===== src/rtl/ec_mbox_pkg.sv =====
package ec_mbox_pkg;
  typedef enum logic [2:0] {
    S_IDLE,
    S_RD_ADDR,
    S_RD_WAIT,
    S_WR_ADDR,
    S_WR_DATA
  } seq_state_e;

  localparam logic [7:0] CMD_READ      = 8'h80;
  localparam logic [7:0] CMD_WRITE     = 8'h81;
  localparam logic [7:0] CMD_BURST_ON  = 8'h82;
  localparam logic [7:0] CMD_BURST_OFF = 8'h83;
  localparam logic [7:0] CMD_QUERY     = 8'h84;

  localparam int STS_OBF   = 0;
  localparam int STS_IBF   = 1;
  localparam int STS_CMD   = 3;
  localparam int STS_BURST = 4;
  localparam int STS_EVT   = 5;
endpackage


===== src/rtl/ec_regfile.sv =====
module ec_regfile #(
  parameter int AW = 8,
  parameter int DW = 8
) (
  input  logic          clk_i,
  input  logic          rst_ni,
  input  logic          re_i,
  input  logic          we_i,
  input  logic [AW-1:0] addr_i,
  input  logic [DW-1:0] wdata_i,
  output logic [DW-1:0] rdata_o
);
  localparam int DEPTH = 1 << AW;

  logic [DW-1:0] mem_q [DEPTH];
  logic [DW-1:0] rdata_q;

  always_ff @(posedge clk_i or negedge rst_ni) begin
    if (!rst_ni) begin
      for (int i = 0; i < DEPTH; i++) mem_q[i] <= '0;
    end else if (we_i) begin
      mem_q[addr_i] <= wdata_i;
    end
  end

  always_ff @(posedge clk_i or negedge rst_ni) begin
    if (!rst_ni) rdata_q <= '0;
    else if (re_i) rdata_q <= mem_q[addr_i];
  end

  assign rdata_o = rdata_q;
endmodule


===== src/rtl/ec_host_if.sv =====
module ec_host_if
  import ec_mbox_pkg::*;
#(
  parameter int HOST_AW     = 3,
  parameter int CONSUME_LAT = 2
) (
  input  logic               clk_i,
  input  logic               rst_ni,
  input  logic               host_wr_i,
  input  logic               host_rd_i,
  input  logic [HOST_AW-1:0] host_addr_i,
  input  logic [7:0]         host_wdata_i,
  output logic [7:0]         host_rdata_o,
  output logic               in_valid_o,
  output logic [7:0]         in_byte_o,
  output logic               in_is_cmd_o,
  input  logic               out_load_i,
  input  logic [7:0]         out_byte_i,
  input  logic               burst_i,
  input  logic               evt_pend_i
);
  localparam int CW = (CONSUME_LAT > 1) ? $clog2(CONSUME_LAT) : 1;
  localparam logic [CW-1:0] CNT_LAST = CW'(CONSUME_LAT - 1);
  localparam logic [HOST_AW-1:0] OFS_DATA = HOST_AW'(0);
  localparam logic [HOST_AW-1:0] OFS_CTRL = HOST_AW'(4);

  logic          ibf_q, obf_q, cmd_q;
  logic [7:0]    in_byte_q, out_byte_q;
  logic [CW-1:0] cnt_q;
  logic          at_data, at_ctrl, accept, consume;
  logic [7:0]    status;

  assign at_data = (host_addr_i == OFS_DATA);
  assign at_ctrl = (host_addr_i == OFS_CTRL);
  assign accept  = host_wr_i && (at_data || at_ctrl) && !ibf_q;
  assign consume = ibf_q && (cnt_q == CNT_LAST);

  always_ff @(posedge clk_i or negedge rst_ni) begin
    if (!rst_ni) begin
      ibf_q     <= 1'b0;
      cmd_q     <= 1'b0;
      in_byte_q <= '0;
      cnt_q     <= '0;
    end else if (accept) begin
      ibf_q     <= 1'b1;
      cmd_q     <= at_ctrl;
      in_byte_q <= host_wdata_i;
      cnt_q     <= '0;
    end else if (consume) begin
      ibf_q <= 1'b0;
    end else if (ibf_q) begin
      cnt_q <= cnt_q + 1'b1;
    end
  end

  // load wins over a same-cycle host read
  always_ff @(posedge clk_i or negedge rst_ni) begin
    if (!rst_ni) begin
      obf_q      <= 1'b0;
      out_byte_q <= '0;
    end else if (out_load_i) begin
      obf_q      <= 1'b1;
      out_byte_q <= out_byte_i;
    end else if (host_rd_i && at_data) begin
      obf_q <= 1'b0;
    end
  end

  always_comb begin
    status            = '0;
    status[STS_OBF]   = obf_q;
    status[STS_IBF]   = ibf_q;
    status[STS_CMD]   = cmd_q;
    status[STS_BURST] = burst_i;
    status[STS_EVT]   = evt_pend_i;
  end

  assign host_rdata_o = at_data ? out_byte_q : (at_ctrl ? status : 8'h00);
  assign in_valid_o   = consume;
  assign in_byte_o    = in_byte_q;
  assign in_is_cmd_o  = cmd_q;


  ibf_set_chk: assert property (@(posedge clk_i) disable iff (!rst_ni)
    (host_wr_i && at_ctrl && !ibf_q) |=> (ibf_q && cmd_q));

  wr_drop_chk: assert property (@(posedge clk_i) disable iff (!rst_ni)
    (host_wr_i && ibf_q) |=> $stable(in_byte_q));

  obf_clr_chk: assert property (@(posedge clk_i) disable iff (!rst_ni)
    (host_rd_i && at_data && !out_load_i) |=> !obf_q);

  obf_load_chk: assert property (@(posedge clk_i) disable iff (!rst_ni)
    out_load_i |=> (obf_q && out_byte_q == $past(out_byte_i)));
endmodule


===== src/rtl/ec_cmd_seq.sv =====
module ec_cmd_seq
  import ec_mbox_pkg::*;
#(
  parameter int REG_AW = 8
) (
  input  logic              clk_i,
  input  logic              rst_ni,
  input  logic              in_valid_i,
  input  logic [7:0]        in_byte_i,
  input  logic              in_is_cmd_i,
  input  logic              evt_set_i,
  input  logic [7:0]        evt_code_i,
  input  logic [7:0]        mem_rdata_i,
  output logic              mem_re_o,
  output logic              mem_we_o,
  output logic [REG_AW-1:0] mem_addr_o,
  output logic [7:0]        mem_wdata_o,
  output logic              out_load_o,
  output logic [7:0]        out_byte_o,
  output logic              burst_o,
  output logic              evt_pend_o
);
  seq_state_e        state_q, state_d;
  logic [REG_AW-1:0] addr_q;
  logic              burst_q, evt_pend_q;
  logic [7:0]        evt_code_q;
  logic              cmd_in, data_in, query;

  assign cmd_in  = in_valid_i && in_is_cmd_i;
  assign data_in = in_valid_i && !in_is_cmd_i;
  assign query   = cmd_in && (in_byte_i == CMD_QUERY);

  always_comb begin
    state_d = state_q;
    if (cmd_in) begin
      case (in_byte_i)
        CMD_READ:  state_d = S_RD_ADDR;
        CMD_WRITE: state_d = S_WR_ADDR;
        default:   state_d = S_IDLE;
      endcase
    end else begin
      case (state_q)
        S_RD_ADDR: if (data_in) state_d = S_RD_WAIT;
        S_RD_WAIT: state_d = S_IDLE;
        S_WR_ADDR: if (data_in) state_d = S_WR_DATA;
        S_WR_DATA: if (data_in) state_d = S_IDLE;
        default:   state_d = S_IDLE;
      endcase
    end
  end

  always_ff @(posedge clk_i or negedge rst_ni) begin
    if (!rst_ni) begin
      state_q    <= S_IDLE;
      addr_q     <= '0;
      burst_q    <= 1'b0;
      evt_pend_q <= 1'b0;
      evt_code_q <= '0;
    end else begin
      state_q <= state_d;
      if (data_in && state_q == S_WR_ADDR) addr_q <= in_byte_i[REG_AW-1:0];
      if (cmd_in && in_byte_i == CMD_BURST_ON)  burst_q <= 1'b1;
      if (cmd_in && in_byte_i == CMD_BURST_OFF) burst_q <= 1'b0;
      if (query) evt_pend_q <= 1'b0;
      // a new post in the query cycle stays pending
      if (evt_set_i) begin
        evt_pend_q <= 1'b1;
        evt_code_q <= evt_code_i;
      end
    end
  end

  assign mem_re_o    = data_in && (state_q == S_RD_ADDR);
  assign mem_we_o    = data_in && (state_q == S_WR_DATA);
  assign mem_addr_o  = (state_q == S_WR_DATA) ? addr_q : in_byte_i[REG_AW-1:0];
  assign mem_wdata_o = in_byte_i;
  assign out_load_o  = (state_q == S_RD_WAIT) || query;
  assign out_byte_o  = (state_q == S_RD_WAIT) ? mem_rdata_i
                     : (evt_pend_q ? evt_code_q : 8'h00);
  assign burst_o     = burst_q;
  assign evt_pend_o  = evt_pend_q;


  rd_gap_chk: assert property (@(posedge clk_i) disable iff (!rst_ni)
    (state_q == S_RD_WAIT) |-> !in_valid_i);

  burst_on_chk: assert property (@(posedge clk_i) disable iff (!rst_ni)
    (cmd_in && in_byte_i == CMD_BURST_ON) |=> burst_q);

  evt_clr_chk: assert property (@(posedge clk_i) disable iff (!rst_ni)
    (query && !evt_set_i) |=> !evt_pend_q);

  unk_idle_chk: assert property (@(posedge clk_i) disable iff (!rst_ni)
    (cmd_in && in_byte_i != CMD_READ && in_byte_i != CMD_WRITE) |=> (state_q == S_IDLE));

  abort_chk: assert property (@(posedge clk_i) disable iff (!rst_ni)
    (cmd_in && in_byte_i == CMD_READ) |=> (state_q == S_RD_ADDR));
endmodule


===== src/rtl/ec_mailbox.sv =====
module ec_mailbox
  import ec_mbox_pkg::*;
#(
  parameter int HOST_AW     = 3,
  parameter int REG_AW      = 8,
  parameter int CONSUME_LAT = 2
) (
  input  logic               clk_i,
  input  logic               rst_ni,
  input  logic               host_wr_i,
  input  logic               host_rd_i,
  input  logic [HOST_AW-1:0] host_addr_i,
  input  logic [7:0]         host_wdata_i,
  output logic [7:0]         host_rdata_o,
  input  logic               evt_set_i,
  input  logic [7:0]         evt_code_i
);
  logic              in_valid, in_is_cmd, out_load, burst, evt_pend;
  logic [7:0]        in_byte, out_byte, mem_rdata, mem_wdata;
  logic              mem_re, mem_we;
  logic [REG_AW-1:0] mem_addr;

  ec_host_if #(.HOST_AW(HOST_AW), .CONSUME_LAT(CONSUME_LAT)) u_host (
    .clk_i, .rst_ni, .host_wr_i, .host_rd_i, .host_addr_i, .host_wdata_i,
    .host_rdata_o,
    .in_valid_o (in_valid),
    .in_byte_o  (in_byte),
    .in_is_cmd_o(in_is_cmd),
    .out_load_i (out_load),
    .out_byte_i (out_byte),
    .burst_i    (burst),
    .evt_pend_i (evt_pend)
  );

  ec_cmd_seq #(.REG_AW(REG_AW)) u_seq (
    .clk_i, .rst_ni,
    .in_valid_i (in_valid),
    .in_byte_i  (in_byte),
    .in_is_cmd_i(in_is_cmd),
    .evt_set_i, .evt_code_i,
    .mem_rdata_i(mem_rdata),
    .mem_re_o   (mem_re),
    .mem_we_o   (mem_we),
    .mem_addr_o (mem_addr),
    .mem_wdata_o(mem_wdata),
    .out_load_o (out_load),
    .out_byte_o (out_byte),
    .burst_o    (burst),
    .evt_pend_o (evt_pend)
  );

  ec_regfile #(.AW(REG_AW), .DW(8)) u_regs (
    .clk_i, .rst_ni,
    .re_i   (mem_re),
    .we_i   (mem_we),
    .addr_i (mem_addr),
    .wdata_i(mem_wdata),
    .rdata_o(mem_rdata)
  );
endmodule


===== config.mk =====
export PLATFORM = sky130hd
export DESIGN_NAME = ec_mailbox
export DESIGN_NICKNAME = d
export VERILOG_FILES = /design/src/rtl/ec_mbox_pkg.sv /design/src/rtl/ec_regfile.sv /design/src/rtl/ec_host_if.sv /design/src/rtl/ec_cmd_seq.sv /design/src/rtl/ec_mailbox.sv
export SDC_FILE = /design/constraint.sdc
export NUM_CORES = 2
export LEC_CHECK = 0
export BUFFER_PORTS_ARGS = -buffer_cell sky130_fd_sc_hd__clkbuf_2
export CELL_PAD_IN_SITES_DETAIL_PLACEMENT = 0
export CELL_PAD_IN_SITES_GLOBAL_PLACEMENT = 1
export CORE_ASPECT_RATIO = 0.8
export CORE_MARGIN = 3
export CORE_UTILIZATION = 25
export DETAILED_ROUTE_END_ITERATION = 16
export PLACE_DENSITY_LB_ADDON = 0.1
export SETUP_SLACK_MARGIN = 0.3
export SYNTH_ARGS = -nofsm -noshare
export SYNTH_HDL_FRONTEND = slang
export SYNTH_SLANG_ARGS = --single-unit

===== constraint.sdc =====
create_clock -name clk_i -period 3.1 [get_ports clk_i]
set_input_delay 0.93 -clock clk_i [delete_from_list [all_inputs] [get_ports clk_i]]
set_output_delay 0.93 -clock clk_i [all_outputs]
set_load 0.02 [all_outputs]

==> metrics.md <==
| Metric | Value |
|---|---|
| Status | `finished with violations` |
| Failing checks | `negative setup slack` |
| Area leader, netlist | `dfrtp_1` |
| Vias/cell | `slightly below 5` |
| HPWL after DPL | `between 200000 and 300000 um` |
| Crit. End Element | `flip-flop` |
| Final GP Congestion | `between 0.8 and 0.9` |
| First-pass GRT wire length | `605000 um` |
| RSZ-0062 raised after global routing | `true` |
| CTS tree | `built` |
| Layout cells sized above 1 | `between 30 and 40%` |
| Total Neg Setup Slack | `-370710 ps` |
| Synth Cell Area | `96400 um2` |
| DP Worst Slack | `-1780 ps` |
| Initial core utilization | `between 20% and 30%` |
| Initial DRC Count | `between 5000 and 6000` |
| Ratio of total power to cell area | `631 nW/um2` |
| FF-to-FF path depth | `16` |
| Initial antenna violation count | `30` |
| Post-synth net total | `between 8000 and 9000` |
| Pre-Repair DR Iteration Count | `6` |
| Top cells by area, synth | `dfrtp_1 54%, mux2_2 18%, nand2_1 8.1%` |
| Routed vias | `73710` |
| Final setup viols | `1900` |
| Post-DR wirelength/cell | `around 29 um` |
| HP Class | `in -> reg` |
| Mean Syn Cell Area | `about 11 um2` |
| Crit-path cells | `or3b_4 > buf_12 > mux2i_4 > buf_12 > buf_4 > nor2_4 > buf_12 > nand3_2 > nand4_1 > buf_4 > nand4_1 > buf_4 > a32oi_4 > buf_6 > o311ai_1 > o32a_1` |
| Die Y | `about 560 um` |
| Critical path depth in cells | `16` |
| Post-route ant nets | `0` |
| Core area | `383000 um2` |
| Reg area | `~53000 um2` |
| Fin crit share | `121%` |
| Bufs on Longest Clock Path | `4` |
| RR Startpoint | `u_seq.state_q[0]$_DFFE_PN0P_` |
| Max-slew violations | `0` |
| Num CTS Buffers | `245` |
| Flop and latch count out of synthesis | `2097` |
| Die area | `393000 um2` |
| WP data required | `about 3900 ps` |
| Remaining Overflow, GRT | `0` |
| Filler cells | `roughly 39000` |
| Library cells used by synthesis | `67` |
| CP bufs+invs | `7` |
| Top_reg_cell synth | `dfrtp_1` |
| Die X | `roughly 700 um` |
| Worst r2r dst | `u_regs.rdata_o[3]$_DFFE_PN0P_` |
| Slew HR | `25.6%` |
| Synth Instances | `8747` |
| TritonCTS Sinks | `around 2100` |
| Sequential fraction of the synthesis area | `54.5%` |
| Clock Latency Late Sink | `960 ps` |
| Nets | `9700` |
| Post-route insts no fill | `around 15000` |
| Worst Hold Slack | `about 180 ps` |
| Crit path time final | `about 3800 ps` |
| Maximum VDD drop | `0.000521 V` |
| Maximum capacitance violations | `0` |
| DR DRC count | `0` |
| Arrival time worst endpoint | `between 4000 and 5000 ps` |
| Clock Skew | `around 61 ps` |
| Final Hold Fails | `0` |
| Largest net degree at the start of global routing | `132` |
| Setup slack after layout | `-654 ps` |
| Yosys warns | `0` |
| Slowest stage delay, CP | `about 420 ps` |
| CP max-delay cell | `or3b_4` |
| Fmax | `between 0.2 and 0.3 GHz` |
| Area of the multi-input gates | `about 43000 um2` |
| Port bufs | `31` |
| LEAKAGE | `0.0575 uW` |
| Crit. Startpoint | `u_seq.state_q[0]$_DFFE_PN0P_` |
| GR Util All Layers | `a little over a fifth` |
| Worst-path clk slew | `about 60 ps` |
| I/O pins | `32` |
| Syn-to-layout area delta | `31.9%` |
| Worst Setup EP | `u_regs.rdata_o[3]$_DFFE_PN0P_` |
| Placed Instances | `14364` |
| Worst setup path class | `reg -> reg` |
| Number of synthesized flops with an enable pin | `0` |
| Worst setup SP type | `flip-flop` |
| Vias in the first global route | `74698` |
| Worst-path fanout max | `8` |
| Row count | `about 200` |
| DRT Wirelength | `between 400000 and 500000 um` |
| Cell family contributing the most delay on the critical path | `buffers and inverters` |
| Worst-margin pin slew | `1120 ps` |
| Clock H-tree levels | `4` |
| Root buffer cell | `clkbuf_16` |
| Post-synth ARST share | `100%` |
| Reg2Reg Setup Slack | `-650 ps` |
| Post-synth top area share | `between 50 and 60%` |
==> flip-flops by register name, summed over array words and instances (netlist names) <==
register	cells
u_host.in_is_cmd_o	1
u_seq.evt_code_q	8
u_seq.burst_o	1
u_regs.rdata_o	8
u_host.cnt_q	1
u_seq.state_q	3
u_seq.evt_pend_o	1
u_host.in_byte_o	8
u_seq.addr_q	8
u_host.ibf_q	1
u_host.out_byte_q	8
u_host.obf_q	1
u_regs.mem_q	2048
==> how the worst min path moves through the flow <==
stage | from | endpoint | slack (ps) | cells after the start
2_1_floorplan | u_regs.mem_q[1215]$_DFFE_PN0P_ | u_regs.mem_q[1215]$_DFFE_PN0P_ | 440 | 2
3_3_place_gp | u_regs.mem_q[1601]$_DFFE_PN0P_ | u_regs.mem_q[1601]$_DFFE_PN0P_ | 460 | 2
3_5_place_dp | u_regs.mem_q[1734]$_DFFE_PN0P_ | u_regs.mem_q[1734]$_DFFE_PN0P_ | 470 | 2
4_1_cts | host_wdata_i[7] | u_host.in_byte_o[7]$_DFFE_PN0P_ | 70 | 3
5_1_grt | evt_code_i[4] | u_seq.evt_code_q[4]$_DFFE_PN0P_ | 160 | 2
6_report | host_wdata_i[7] | u_host.in_byte_o[7]$_DFFE_PN0P_ | 180 | 3
==> cells in the mapped netlist (4+ instances only) <==
master,n
a21o_1,5
o211ai_1,6
nor2_4,10
nor3_2,10
a22o_1,7
a221oi_1,29
nor2_2,93
nor3_1,8
nand3_1,428
inv_1,13
o21ai_0,527
mux2_2,1581
nand2_1,2087
a41oi_1,14
mux4_2,90
a311oi_1,25
nand2_2,9
o2111ai_1,13
nand4_1,108
mux2i_1,77
buf_1,36
buf_2,268
buf_6,11
a22oi_1,120
a211oi_1,15
nor2_1,68
a32oi_1,54
dfrtp_1,2097
a32o_1,4
clkbuf_1,386
and3_1,39
a2111oi_0,6
nand2b_1,6
buf_4,49
nor4_1,9
a31oi_1,142
a21oi_1,243
==> cell type report <==
| cell class | instances | share of cell area [%] |
|---|---|---|
| timing repair buffer | 1432 | 13.2 |
| multi-input combinational | 5887 | 33.8 |
| inverter | 13 | 0.0502 |
| sequential | 2097 | 41.3 |
| clock buffer | 369 | 5.82 |
| antenna | 16 | 0.0315 |
| clock inverter | 78 | 0.677 |
| tap | 5125 | 5.04 |
==> tightest hold or removal path, cell delays in order <==
cell and delay (ps):
clkbuf_2 80, nand2_1 30, o21ai_0 60
==> kinds of logic (layout without fill, tap and decap cells) <==
| logic type | count (synthesis) | after routing | share of synthesized area (%) |
|---|---|---|---|
| AND/OR/NAND/NOR | 2903 | 2903 | 12.9 |
| multiplexers | 1753 | 1753 | 21.5 |
| AO/OA/AOI/OAI | 1231 | 1231 | 7.64 |
| other | 0 | 16 | 0 |
| flip-flops | 2097 | 2097 | 54.5 |
| buffers and inverters | 763 | 1892 | 3.60 |
==> through the flow <==
step | cell area [um2] | total power [uW] | util, %
detailed placement | 113000 | 47800 | 29.6
global route | 127000 | 83300 | 33.2
CTS | 124000 | 80200 | 32.4
floorplan | 96800 | 35300 | -
finish | 127000 | 80300 | 33.2
global placement | 113000 | 47900 | 29.6
==> what timing repair did <==
action                                  4_1_cts  5_1_grt
cloned                                       17       24
pin swaps                                    59       96
endpoints found under the setup margin     2072     2072
gates resized for setup                     268      409
hold endpoints to repair                     12        0
hold buffers                                  1        0
setup buffers                                71       77
==> cells in the final DEF, fill, tap and decap left out, types with 24 or more instances in the layout <==
master	count
nor2_1	42
dfrtp_1	2088
clkbuf_1	46
a22oi_1	89
nor2_4	92
buf_4	847
buf_12	378
and3_1	35
o21ai_0	510
nand2_1	2032
mux4_2	90
a32oi_1	50
mux2_2	1483
nand4_1	108
nand3_1	416
a21oi_1	227
clkbuf_16	262
nand2_4	24
a22oi_2	31
buf_6	84
mux2_4	99
mux2i_1	63
nor2_2	37
a31oi_1	125
clkbuf_8	76
clkbuf_2	30
clkinv_2	47
buf_8	34
==> layer usage <==
metal	vias to the layer above	part of all wire, %	GRT usage [%]
met5	-	0.0028	0
li1	32583	-	-
met3	442	5.0	3.03
met4	2	2.3	4.70
met2	1607	42	31.4
met1	39076	51	33.0
==> power breakdown <==
group / internal (uW) / leakage (uW) / switching (uW)
combinational: 7550 / 0.0241 / 14900
clock: 17500 / 0.00410 / 12700
sequential: 27500 / 0.0293 / 184
No activity file was read; power rests on OpenSTA's default activity.
